`src/rtl/cfgx_pkg.sv`:
```
package cfgx_pkg;
   // selector encodings recognised by the translator
   typedef enum logic [1:0] {
      FMT_RAW = 2'd0,
      FMT_T1  = 2'd1,
      FMT_T0  = 2'd2
   } fmt_e;

   typedef enum logic {
      ST_IDLE = 1'b0,
      ST_WAIT = 1'b1
   } seq_st_e;
endpackage

```
`src/rtl/cfgx_lsb_find.sv`:
```
module cfgx_lsb_find #(
   parameter int W     = 21,
   parameter int IDX_W = 5
) (
   input  logic [W-1:0]     vec_i,
   output logic [IDX_W-1:0] idx_o,
   output logic             found_o
);
   logic [W-1:0] clear_below;
   logic [W-1:0] hit;

   assign clear_below[0] = 1'b1;
   for (genvar i = 1; i < W; i++) begin : g_chain
      assign clear_below[i] = clear_below[i-1] & ~vec_i[i-1];
   end

   assign hit     = vec_i & clear_below;
   assign found_o = |vec_i;

   always_comb begin
      idx_o = '0;
      for (int i = 0; i < W; i++) begin
         if (hit[i]) idx_o = idx_o | IDX_W'(i);
      end
   end
endmodule

```
`src/rtl/cfgx_addr_map.sv`:
```
module cfgx_addr_map
   import cfgx_pkg::*;
#(
   parameter int ADDR_W  = 32,
   parameter int SLOT_LO = 11,
   parameter int OFS_W   = 3,
   parameter int IDX_W   = 5
) (
   input  logic [ADDR_W-1:0] sel_i,
   input  logic [OFS_W-1:0]  ofs_i,
   output logic [ADDR_W-1:0] addr_o,
   output fmt_e              fmt_o,
   output logic              found_o,
   output logic [IDX_W-1:0]  slot_o
);
   localparam int ONEHOT_W = ADDR_W - SLOT_LO;
   localparam int RAW_OW   = OFS_W - 1;

   logic [IDX_W-1:0] slot_idx;
   logic             slot_found;

   cfgx_lsb_find #(.W(ONEHOT_W), .IDX_W(IDX_W)) u_find (
      .vec_i   (sel_i[ADDR_W-1:SLOT_LO]),
      .idx_o   (slot_idx),
      .found_o (slot_found)
   );

   assign found_o = slot_found;
   assign slot_o  = slot_idx;

   always_comb begin
      if (sel_i[ADDR_W-1])  fmt_o = FMT_RAW;
      else if (sel_i[0])    fmt_o = FMT_T1;
      else                  fmt_o = FMT_T0;
   end

   always_comb begin
      addr_o = '0;
      unique case (fmt_o)
         FMT_RAW: addr_o = sel_i | ADDR_W'(ofs_i[RAW_OW-1:0]);
         FMT_T1:  addr_o = {sel_i[ADDR_W-1:OFS_W], ofs_i};
         default: begin
            addr_o[SLOT_LO-1:OFS_W] = sel_i[SLOT_LO-1:OFS_W];
            addr_o[OFS_W-1:0]       = ofs_i;
            if (slot_found) addr_o[ADDR_W-1:SLOT_LO] = ONEHOT_W'(slot_idx);
            else            addr_o[ADDR_W-1:SLOT_LO] = '1;
         end
      endcase
   end
endmodule

```
`src/rtl/cfgx_lane_mask.sv`:
```
module cfgx_lane_mask #(
   parameter int DATA_W = 32,
   parameter int LEN_W  = 3
) (
   input  logic [LEN_W-1:0]  len_i,
   output logic [DATA_W-1:0] mask_o
);
   localparam int BYTES = DATA_W / 8;

   for (genvar b = 0; b < BYTES; b++) begin : g_byte
      assign mask_o[b*8 +: 8] = {8{32'(len_i) > b}};
   end
endmodule

```
`src/rtl/cfgx_seq.sv`:
```
module cfgx_seq
   import cfgx_pkg::*;
#(
   parameter int ADDR_W = 32,
   parameter int DATA_W = 32,
   parameter int LEN_W  = 3
) (
   input  logic              clk,
   input  logic              rst_n,
   input  logic              hv_i,
   input  logic              hwin_i,
   input  logic              hwr_i,
   input  logic [LEN_W-1:0]  hlen_i,
   input  logic [DATA_W-1:0] hwdata_i,
   input  logic [DATA_W-1:0] wdata_m_i,
   input  logic [ADDR_W-1:0] xaddr_i,
   input  logic              tresp_i,
   input  logic [DATA_W-1:0] rdata_m_i,
   output logic [ADDR_W-1:0] sel_o,
   output logic              hack_o,
   output logic [DATA_W-1:0] hrdata_o,
   output logic              treq_o,
   output logic [ADDR_W-1:0] taddr_o,
   output logic [LEN_W-1:0]  tlen_o,
   output logic              twr_o,
   output logic [DATA_W-1:0] twdata_o
);
   seq_st_e st;

   always_ff @(posedge clk or negedge rst_n) begin
      if (!rst_n) begin
         st       <= ST_IDLE;
         sel_o    <= '0;
         hack_o   <= 1'b0;
         hrdata_o <= '0;
         treq_o   <= 1'b0;
         taddr_o  <= '0;
         tlen_o   <= '0;
         twr_o    <= 1'b0;
         twdata_o <= '0;
      end else begin
         treq_o <= 1'b0;
         hack_o <= 1'b0;
         unique case (st)
            ST_IDLE: if (hv_i) begin
               if (!hwin_i) begin
                  if (hwr_i) sel_o    <= ADDR_W'(hwdata_i);
                  else       hrdata_o <= DATA_W'(sel_o);
                  hack_o <= 1'b1;
               end else begin
                  treq_o   <= 1'b1;
                  taddr_o  <= xaddr_i;
                  tlen_o   <= hlen_i;
                  twr_o    <= hwr_i;
                  twdata_o <= wdata_m_i;
                  if (hwr_i) hack_o <= 1'b1;
                  else       st     <= ST_WAIT;
               end
            end
            ST_WAIT: if (tresp_i) begin
               hrdata_o <= rdata_m_i;
               hack_o   <= 1'b1;
               st       <= ST_IDLE;
            end
            default: st <= ST_IDLE;
         endcase
      end
   end


   sel_hold_chk: assert property (@(posedge clk) disable iff (!rst_n)
      !(st == ST_IDLE && hv_i && !hwin_i && hwr_i) |=> $stable(sel_o));

   post_ack_chk: assert property (@(posedge clk) disable iff (!rst_n)
      (st == ST_IDLE && hv_i && hwin_i && hwr_i) |=> (hack_o && treq_o));

   wait_noreq_chk: assert property (@(posedge clk) disable iff (!rst_n)
      (st == ST_WAIT && $past(st == ST_WAIT)) |-> !treq_o);

   wait_noack_chk: assert property (@(posedge clk) disable iff (!rst_n)
      (st == ST_WAIT && !tresp_i) |=> !hack_o);
endmodule

```
`src/rtl/cfg_xlate.sv`:
```
module cfg_xlate
   import cfgx_pkg::*;
#(
   parameter int ADDR_W  = 32,
   parameter int DATA_W  = 32,
   parameter int SLOT_LO = 11,
   parameter int OFS_W   = 3,
   parameter int LEN_W   = 3
) (
   input  logic              clk,
   input  logic              rst_n,
   input  logic              hv_i,
   input  logic              hwin_i,
   input  logic              hwr_i,
   input  logic [OFS_W-1:0]  hofs_i,
   input  logic [LEN_W-1:0]  hlen_i,
   input  logic [DATA_W-1:0] hwdata_i,
   output logic              hack_o,
   output logic [DATA_W-1:0] hrdata_o,
   output logic              treq_o,
   output logic [ADDR_W-1:0] taddr_o,
   output logic [LEN_W-1:0]  tlen_o,
   output logic              twr_o,
   output logic [DATA_W-1:0] twdata_o,
   input  logic              tresp_i,
   input  logic [DATA_W-1:0] trdata_i
);
   localparam int ONEHOT_W = ADDR_W - SLOT_LO;
   localparam int IDX_W    = $clog2(ONEHOT_W);
   localparam int BYTES    = DATA_W / 8;

   if (ADDR_W != DATA_W) begin : g_bad_w
      $error("selector and data widths must match");
   end
   if (DATA_W % 8 != 0) begin : g_bad_d
      $error("data width must be whole bytes");
   end
   if (OFS_W < 2 || SLOT_LO <= OFS_W || SLOT_LO >= ADDR_W) begin : g_bad_f
      $error("field layout inconsistent");
   end
   if (BYTES >= (1 << LEN_W)) begin : g_bad_l
      $error("length field too narrow");
   end
   if (IDX_W > ONEHOT_W) begin : g_bad_i
      $error("slot index wider than its field");
   end

   logic [ADDR_W-1:0] sel_q;
   logic [ADDR_W-1:0] xaddr;
   fmt_e              xfmt;
   logic              xfound;
   logic [IDX_W-1:0]  xslot;
   logic [DATA_W-1:0] wmask;
   logic [DATA_W-1:0] rmask;

   cfgx_addr_map #(
      .ADDR_W(ADDR_W), .SLOT_LO(SLOT_LO), .OFS_W(OFS_W), .IDX_W(IDX_W)
   ) u_map (
      .sel_i   (sel_q),
      .ofs_i   (hofs_i),
      .addr_o  (xaddr),
      .fmt_o   (xfmt),
      .found_o (xfound),
      .slot_o  (xslot)
   );

   cfgx_lane_mask #(.DATA_W(DATA_W), .LEN_W(LEN_W)) u_wmask (
      .len_i  (hlen_i),
      .mask_o (wmask)
   );

   cfgx_lane_mask #(.DATA_W(DATA_W), .LEN_W(LEN_W)) u_rmask (
      .len_i  (tlen_o),
      .mask_o (rmask)
   );

   cfgx_seq #(.ADDR_W(ADDR_W), .DATA_W(DATA_W), .LEN_W(LEN_W)) u_seq (
      .clk       (clk),
      .rst_n     (rst_n),
      .hv_i      (hv_i),
      .hwin_i    (hwin_i),
      .hwr_i     (hwr_i),
      .hlen_i    (hlen_i),
      .hwdata_i  (hwdata_i),
      .wdata_m_i (hwdata_i & wmask),
      .xaddr_i   (xaddr),
      .tresp_i   (tresp_i),
      .rdata_m_i (trdata_i & rmask),
      .sel_o     (sel_q),
      .hack_o    (hack_o),
      .hrdata_o  (hrdata_o),
      .treq_o    (treq_o),
      .taddr_o   (taddr_o),
      .tlen_o    (tlen_o),
      .twr_o     (twr_o),
      .twdata_o  (twdata_o)
   );


   raw_pass_chk: assert property (@(posedge clk) disable iff (!rst_n)
      (xfmt == FMT_RAW) |-> (xaddr[ADDR_W-1:OFS_W-1] == sel_q[ADDR_W-1:OFS_W-1]));

   t0_slot_chk: assert property (@(posedge clk) disable iff (!rst_n)
      (xfmt == FMT_T0 && xfound) |-> sel_q[SLOT_LO + int'(xslot)]);

   t0_empty_chk: assert property (@(posedge clk) disable iff (!rst_n)
      (xfmt == FMT_T0 && !xfound) |-> (&xaddr[ADDR_W-1:SLOT_LO]));
endmodule

```
`config.mk`:
```
export PLATFORM = sky130hd
export DESIGN_NAME = cfg_xlate
export DESIGN_NICKNAME = d
export VERILOG_FILES = /design/src/rtl/cfgx_pkg.sv /design/src/rtl/cfgx_lsb_find.sv /design/src/rtl/cfgx_addr_map.sv /design/src/rtl/cfgx_lane_mask.sv /design/src/rtl/cfgx_seq.sv /design/src/rtl/cfg_xlate.sv
export SDC_FILE = /design/constraint.sdc
export NUM_CORES = 1
export LEC_CHECK = 0
export BUFFER_PORTS_ARGS = -buffer_cell sky130_fd_sc_hd__buf_4
export CAP_MARGIN = 20
export CORE_MARGIN = 2
export CORE_UTILIZATION = 45
export CTS_BUF_LIST = sky130_fd_sc_hd__clkbuf_8
export CTS_CLUSTER_SIZE = 10
export DETAILED_ROUTE_END_ITERATION = 6
export PLACE_DENSITY_LB_ADDON = 0.25
export SETUP_SLACK_MARGIN = 0.1
export SLEW_MARGIN = 10
export SYNTH_ARGS = -nofsm -noshare
export SYNTH_HDL_FRONTEND = slang
export SYNTH_SLANG_ARGS = --single-unit
export TNS_END_PERCENT = 20
```
`constraint.sdc`:
```
create_clock -name clk -period 2.36 [get_ports clk]
set_input_delay 0.472 -clock clk [delete_from_list [all_inputs] [get_ports clk]]
set_output_delay 0.472 -clock clk [all_outputs]
set_load 0.05 [all_outputs]
```
[Word level (Yosys, flattened, before mapping)]
Index checks and enable logic that the tools add are counted.
W data, S select, Z words.
Word-level totals
  register bits: 135
  input bits: 76
  output and inout port bits: 102
  logic and storage cells: 114
Operators by class
  magnitude comparators: 8
  equal/unequal tests: 5
  mux-type cells: 42
  bitwise gates (word level): 45
  reductions and logical operators: 5
Operator list (count)
  $mux W32: 4
  $pmux W32 S2: 2
  $and A32 B32 Y32: 2
  $mux W4: 8
  $or A32 B2 Y32: 1
  $mux W5: 5
  $not A1 Y1: 22
  $and A21 B21 Y21: 1
  $mux W21: 1
  $reduce_or A21 Y1: 1
  $and A1 B1 Y1: 19
  $gt A3 B1 Y1 const B: 4
  $gt A3 B2 Y1 const B: 4
  $mux W1: 12
  $mux W3: 4
  $mux W2: 4
  $ne A2 B2 Y1 const B: 4
  $reduce_and A4 Y1: 2
  $pmux W1 S2: 2
  $reduce_and A3 Y1: 1
  $eq A2 B1 Y1 const B: 1
  $logic_not A2 Y1: 1

[Depth between registers and ports, before layout]
Gate-level depths: netlist of the first run.
  depth after elaboration: 43
  mapped depth: 8
  mapped depth without buffers: 6

[By module]
From an unflattened synthesis of the first run, not the netlist that was laid out.
Second synthesis, totals
  cell total of the unflattened synthesis: 549
  area, all modules: 6966.7 µm²
Modules (own cells, without submodules)
  cfgx_seq: instances 1, cells an instance 326, area an instance 5426.5 µm², seq. area each 3378.2 µm²
  cfgx_lane_mask: instances 2, cells an instance 32, area an instance 235.2 µm², seq. area each 0.0 µm²
  cfg_xlate: instances 1, cells an instance 64, area an instance 400.4 µm², seq. area each 0.0 µm²
  cfgx_addr_map: instances 1, cells an instance 51, area an instance 369.1 µm², seq. area each 0.0 µm²
  cfgx_lsb_find: instances 1, cells an instance 44, area an instance 300.3 µm², seq. area each 0.0 µm²

[Worst setup path after synthesis of the first run]
Ideal clock, no wire load.
  path type: reg2reg
  start point: register u_seq.sel_o[21]
  end point: register u_seq.taddr_o[22]
  library setup time: 81 ps
  arrival: 1996 ps
  data required time: 2279 ps
  path slack: 283 ps
  cell stages (with the launch flop): 7
  buffers on the path: 1
  period minus slack after synthesis: 2077 ps
  cells stage by stage: dfrtp_1 -> or4_4 -> or3_4 -> nor4_4 -> nand2_2 -> buf_6 -> a31oi_2
Between the ends
  longest elaborated chain between the ends: 3
Ends and longest elaborated chain
  from (decl): RTL line cfgx_seq.sv:19  | output logic [ADDR_W-1:0] sel_o,
  from (signal assigned): RTL line cfgx_seq.sv:47  | if (hwr_i) sel_o <= ADDR_W'(hwdata_i);
  $reduce_or A21 Y1: RTL line cfgx_lsb_find.sv:18  | assign found_o = |vec_i;
  $mux W21: RTL line cfgx_addr_map.sv:45  | if (slot_found) addr_o[ADDR_W-1:SLOT_LO] = ONEHOT_W'(slot_idx);
  $pmux W32 S2: RTL line cfgx_addr_map.sv:39  | unique case (fmt_o)
  to (signal assigned): RTL line cfgx_seq.sv:52  | taddr_o <= xaddr_i;
  to (decl): RTL line cfgx_seq.sv:23  | output logic [ADDR_W-1:0] taddr_o,
No other way between the ends.
A chain may end at the register's enable or synchronous reset.

[Worst setup path in the final report of the first run]
  start point: register u_seq.sel_o[21]
  end point: register u_seq.taddr_o[20]
The elaborated chain is that of the path after synthesis.

==> flow_metrics.tcl, run 1 <==
set metrics [dict create \
    period_needed_ps 2140 \
    hold_path.class "primary input to register" \
    synth_mux_area_frac 0.0577 \
    areaGrowthSynthToFinish_pct 35.8 \
    fin_worst_skew_ps 11.4 \
    period_share 0.908 \
    antennaDiodeCount 0 \
    layout_setup_ws_ps 218 \
    drc_errors 0 \
    ys_seq_area_frac 0.600 \
    hp-start "tresp_i" \
    nets 801 \
    antenna_left 0 \
    combPwrFrac 0.400 \
    cts_tree "yes" \
    vias 4906 \
    seqCellArea_mm2 0.00338 \
    rows 40 \
    wl_met1_mm 7.16 \
    tightest_slew_ps 1000 \
    initial_core_util 0.465 \
    ioPinCount 178 \
    rsz0062_at_grt "no" \
    path_class "register to register" \
    firstDrtPassIters 5 \
    cts_buffers 17 \
    end_kind "register" \
    final_common_cell "buf_4" \
    root_buffer "clkbuf_8" \
    maxCapViolCount 0 \
    grt_max_degree 52 \
    synthesis.area_mm2 0.00563 \
    chipHeight_um 116 \
    dp.cells 872 \
    power.leakage_nw 3.68 \
    first_global_vias 4972 \
    drive_gt1_frac 0.331 \
    top_layer "met4" \
    clock_power_share 0.216 \
    stdcell_count 903 \
    antenna_found_initial 0 \
    finalHoldViolations 0 \
    synth_compound_area_frac 0.161 \
    synth_fa_ha_area_frac 0 \
    r2r_cells 5 \
    clk_pin_slew_ps 80 \
    cellInternalPower_mw 4.99 \
    powerDensity_mw_per_mm2 1130 \
    vdd_ir_drop_max_uv 607 \
    finalSetupTns_ps 0 \
    reg2reg_to "u_seq.taddr_o[20]" \
    design.core.area_mm2 0.0121 \
    synth_xor_area_frac 0 \
    fillCellCount 1013 \
    synth_seq_cells 135 \
    crit_fanout 8 \
    final_cell_mix "194 x buf_4, 135 x dfrtp_1, 96 x nand2_1, 69 x nor2_1, 44 x a21oi_1" \
    grt_util_all_layers 0.249 \
    hold_depth 2 \
    synthSimpleGateAreaFrac 0.154 \
    synth_top_family_by_area "compound AO/OA/AOI/OAI gates" \
    synth_cells 541 \
    gp_congestion 0.979 \
    wl_met3_mm 1.26 \
    worst-path-buf-inv 0 \
    die-area_mm2 0.0134 \
    status "complete, no violations" \
    cpPeakStageDelay_ps 550 \
    drt-total-wl_mm 16.3 \
    p_sw_mw 3.65 \
    cp_top_family "simple AND/OR/NAND/NOR gates" \
    io_buffers 177 \
    arrival_ps 2490 \
    via_per_inst 5.43 \
    slew_viol_final 0 \
    swShare 0.422 \
    finalSetupViolCount 0 \
    whs_ps 220 \
    rr_startpoint "u_seq.sel_o[21]" \
    dieWidth_um 116 \
    fmax_ghz 0.467 \
    maxSlewHeadroom 0.327 \
    grt_pass1_wl_mm 25.7 \
    fin_area_mm2 0.00765 \
    utilization 0.632 \
    critPathLaunchType "register" \
    wl_met2_mm 7.59 \
    avgSynthCellArea_um2 10.4 \
    clock_sinks 135 \
    wire_per_inst_um 18.0 \
    path_cells "or4_4 -> or3_4 -> nor4_4 -> nand2_4 -> a31oi_1" \
    seqPwrFrac 0.384 \
    post_cts_buffers 0 \
    first_iter_violations 397 \
    clockBufferDepth 2 \
    clock_latency_ps 440 \
    overflow 0 \
    rrSetupSlack_ps 220 \
    multiInputGateArea_mm2 0.00214 \
    dpl-instance-area_mm2 0.00724 \
    place_ws_ps 134 \
    htreeDepth 4 \
    hpwlAfterDp_mm 11.6 \
    synth_fp_nets 617 \
    slowest_stage "or4_4" \
    power.total_mw 8.64 \
    worstPathRequired_ps 2710 \
    hold_end "u_seq.st" \
    yosysWarnings 0 \
    yosysUniqueCellTypes 37 \
]
[flip-flops by register name, indices dropped and copies added, names as in the netlist]
name and flops:
u_seq.twr_o 1, u_seq.st 1, u_seq.taddr_o 32, u_seq.twdata_o 32, u_seq.hrdata_o 32, u_seq.sel_o 32, u_seq.tlen_o 3, u_seq.treq_o 1
u_seq.hack_o 1
[metal layers]
metal,up-vias,track usage
met1,2423,0.333
met3,24,0.0785
met4,0,0.0865
met2,192,0.387
met5,-,0
li1,2267,-
[what timing repair did]
action                                  in CTS  in global routing
hold buffers                                 1                  0
endpoints found under the hold margin       48                  0
endpoints found under the setup margin       0                 16
gates resized for setup                      0                  2
[logic make-up after synthesis]
kind of cell,after synthesis
AND/OR/NAND/NOR,204
flip-flops,135
AO/OA/AOI/OAI,133
buffers and inverters,40
multiplexers,29
[Yosys cell counts]
cell type	n	area, µm²
a2111oi_0	1	8.76
a211oi_1	1	7.51
a21oi_1	44	220
a221oi_1	1	8.76
a22o_1	16	140
a22oi_1	33	248
a31oi_1	7	43.8
a31oi_2	9	113
a41oi_1	1	8.76
and2_1	1	6.26
buf_1	7	26.3
buf_6	1	11.3
clkbuf_1	26	97.6
dfrtp_1	135	3380
inv_1	4	15.0
inv_2	2	7.51
mux2_1	28	315
mux2i_1	1	10.0
nand2_1	96	360
nand2_2	1	6.26
nand3_1	18	90.1
nand3b_1	1	7.51
nor2_1	69	259
nor2b_1	1	6.26
nor3_1	2	10.0
nor3b_1	1	7.51
nor4_1	5	31.3
nor4_4	1	21.3
o211ai_1	1	7.51
o21ai_0	7	35.0
o21ai_1	9	45.0
o22ai_1	1	6.26
o31ai_1	2	15.0
or2_1	3	18.8
or3_1	3	18.8
or3_4	1	11.3
or4_4	1	11.3
[final cells by class]
cell class                      count  area share
Clock buffer                       25      0.0450
Inverter                            6     0.00294
Timing Repair Buffer              198       0.198
Multi-Input combinational cell    367       0.279
Tap cell                          168      0.0275
Sequential cell                   135       0.441
Clock inverter                      4     0.00556
[power groups by stage]
stage | registers, mW | clock network, mW | logic (mW)
6_report | 3.32 | 1.87 | 3.46
5_1_grt | 3.39 | 2.01 | 3.66
4_1_cts | 3.31 | 1.90 | 3.47
3_5_place_dp | 3.34 | 0 | 3.46
3_3_place_gp | 3.32 | 0 | 3.41
2_1_floorplan | 4.72 | 0 | 0.806
[worst max-delay path by stage]
stage	endpoint	startpoint	cells after the start	slack, ps
2_1_floorplan	u_seq.taddr_o[22]	u_seq.sel_o[21]	6	280
3_3_place_gp	u_seq.taddr_o[27]	u_seq.sel_o[21]	5	230
3_5_place_dp	u_seq.taddr_o[20]	u_seq.sel_o[21]	5	130
4_1_cts	u_seq.taddr_o[20]	u_seq.sel_o[21]	5	100
5_1_grt	u_seq.taddr_o[20]	u_seq.sel_o[21]	5	120
6_report	u_seq.taddr_o[20]	u_seq.sel_o[21]	5	220
Note: power is estimated with default switching activity, not from simulation.
==> run 2, diff against run 1 <==
--- a/config.mk
+++ b/config.mk
@@ -8,7 +8,7 @@
 export BUFFER_PORTS_ARGS = -buffer_cell sky130_fd_sc_hd__buf_4
 export CAP_MARGIN = 20
 export CORE_MARGIN = 2
-export CORE_UTILIZATION = 45
+export CORE_UTILIZATION = 30
 export CTS_BUF_LIST = sky130_fd_sc_hd__clkbuf_8
 export CTS_CLUSTER_SIZE = 10
 export DETAILED_ROUTE_END_ITERATION = 6
==> flow_metrics.tcl, run 2 (synthesis results as in run 1) <==
set metrics [dict create \
    status "complete, no violations" \
    clockBufferDepth 2 \
    die-area_mm2 0.0199 \
    fin_worst_skew_ps 15.9 \
    finalSetupTns_ps 0 \
    overflow 0 \
    vdd_ir_drop_max_uv 492 \
    worstPathRequired_ps 2720 \
    cts_tree "yes" \
    period_needed_ps 2120 \
    utilization 0.421 \
    clock_latency_ps 450 \
    power.leakage_nw 3.70 \
    rows 50 \
    powerDensity_mw_per_mm2 1130 \
    final_common_cell "buf_4" \
    first_iter_violations 230 \
    hpwlAfterDp_mm 12.6 \
    dieWidth_um 141 \
    slew_viol_final 0 \
    drive_gt1_frac 0.337 \
    drc_errors 0 \
    antenna_left 0 \
    path_class "register to register" \
    p_sw_mw 3.73 \
    combPwrFrac 0.394 \
    clock_sinks 135 \
    grt_util_all_layers 0.178 \
    arrival_ps 2480 \
    drt-total-wl_mm 17.5 \
    critPathLaunchType "register" \
    period_share 0.897 \
    vias 4793 \
    antenna_found_initial 0 \
    fillCellCount 1802 \
    final_cell_mix "193 x buf_4, 135 x dfrtp_1, 96 x nand2_1, 69 x nor2_1, 44 x a21oi_1" \
    maxSlewHeadroom 0.317 \
    clock_power_share 0.232 \
    seqCellArea_mm2 0.00338 \
    rsz0062_at_grt "no" \
    wire_per_inst_um 18.0 \
    design.core.area_mm2 0.0186 \
    ioPinCount 178 \
    root_buffer "clkbuf_8" \
    cts_buffers 17 \
    clk_pin_slew_ps 80 \
    finalSetupViolCount 0 \
    finalHoldViolations 0 \
    crit_fanout 8 \
    nets 803 \
    io_buffers 177 \
    seqPwrFrac 0.374 \
    grt_max_degree 55 \
    fmax_ghz 0.473 \
    initial_core_util 0.303 \
    rrSetupSlack_ps 240 \
    end_kind "register" \
    maxCapViolCount 0 \
    swShare 0.423 \
    cellInternalPower_mw 5.09 \
    areaGrowthSynthToFinish_pct 38.8 \
    gp_congestion 0.786 \
    multiInputGateArea_mm2 0.00214 \
    firstDrtPassIters 5 \
    tightest_slew_ps 1020 \
    htreeDepth 4 \
    hold_path.class "primary input to register" \
    chipHeight_um 141 \
    antennaDiodeCount 0 \
    via_per_inst 4.93 \
    grt_pass1_wl_mm 27.4 \
    first_global_vias 5065 \
]
==> run 2: critical path, stage by stage (launching register included) <==
cell and delay (ps):
dfrtp_1 390, or4_4 560, or3_4 360, nor4_4 200, buf_4 190, nand2_4 110, a31oi_2 230
==> run 2: power by group through the flow <==
stage	clock, mW	sequential [mW]	combinational (mW)
finish	2.05	3.30	3.47
global route	2.21	3.38	3.67
CTS	2.11	3.31	3.50
detailed placement	0	3.34	3.50
global placement	0	3.32	3.46
floorplan	0	4.72	0.806
==> run 2: through the flow <==
step | worst slack (ps) | instance area (µm²) | power, mW | instances | hold slack [ps]
floorplan | 283 | 5630 | 5.53 | 541 | 176
global placement | 190 | 7370 | 6.78 | 939 | 456
detailed placement | 99.7 | 7370 | 6.84 | 939 | 461
CTS | 164 | 7800 | 8.92 | 971 | 188
global route | 122 | 7820 | 9.26 | 973 | 184
finish | 244 | 7820 | 8.82 | 973 | 222
==> run 2: metal layers <==
layer,up-vias,track usage,routed length (µm)
li1,2261,-,-
met1,2357,0.217,7550
met2,157,0.297,8350
met3,18,0.0649,1370
met4,0,0.0516,222
met5,-,0,0
==> run 2: worst paths after layout <==
path                                      end               start  depth (start not counted)
min reg2reg                u_seq.twdata_o[27]  u_seq.twdata_o[27]                          2
max                         u_seq.taddr_o[29]     u_seq.sel_o[21]                          6
max reg2reg                 u_seq.taddr_o[29]     u_seq.sel_o[21]                          6
max in group asynchronous   u_seq.taddr_o[28]               rst_n                          3
min                                  u_seq.st             tresp_i                          2
min in group asynchronous    u_seq.taddr_o[7]               rst_n                          2
==> run 2: cell type report <==
class / count / share of cell area
flip-flops and latches: 135 / 0.432
multi-input cells: 367 / 0.273
repair buffers: 200 / 0.201
well taps: 234 / 0.0374
clock buffers: 20 / 0.0352
clock inverters: 11 / 0.0186
inverters: 6 / 0.00288
==> run 2: repair_timing <==
| item | 4_1_cts | 5_1_grt |
|---|---|---|
| resized for setup | 1 | 1 |
| endpoints found under the hold margin | 51 | 0 |
| hold buffers | 1 | 0 |
| pin swaps | 0 | 1 |
| endpoints found under the setup margin | 10 | 1 |
| setup buffers | 0 | 1 |
| gates cloned | 0 | 1 |
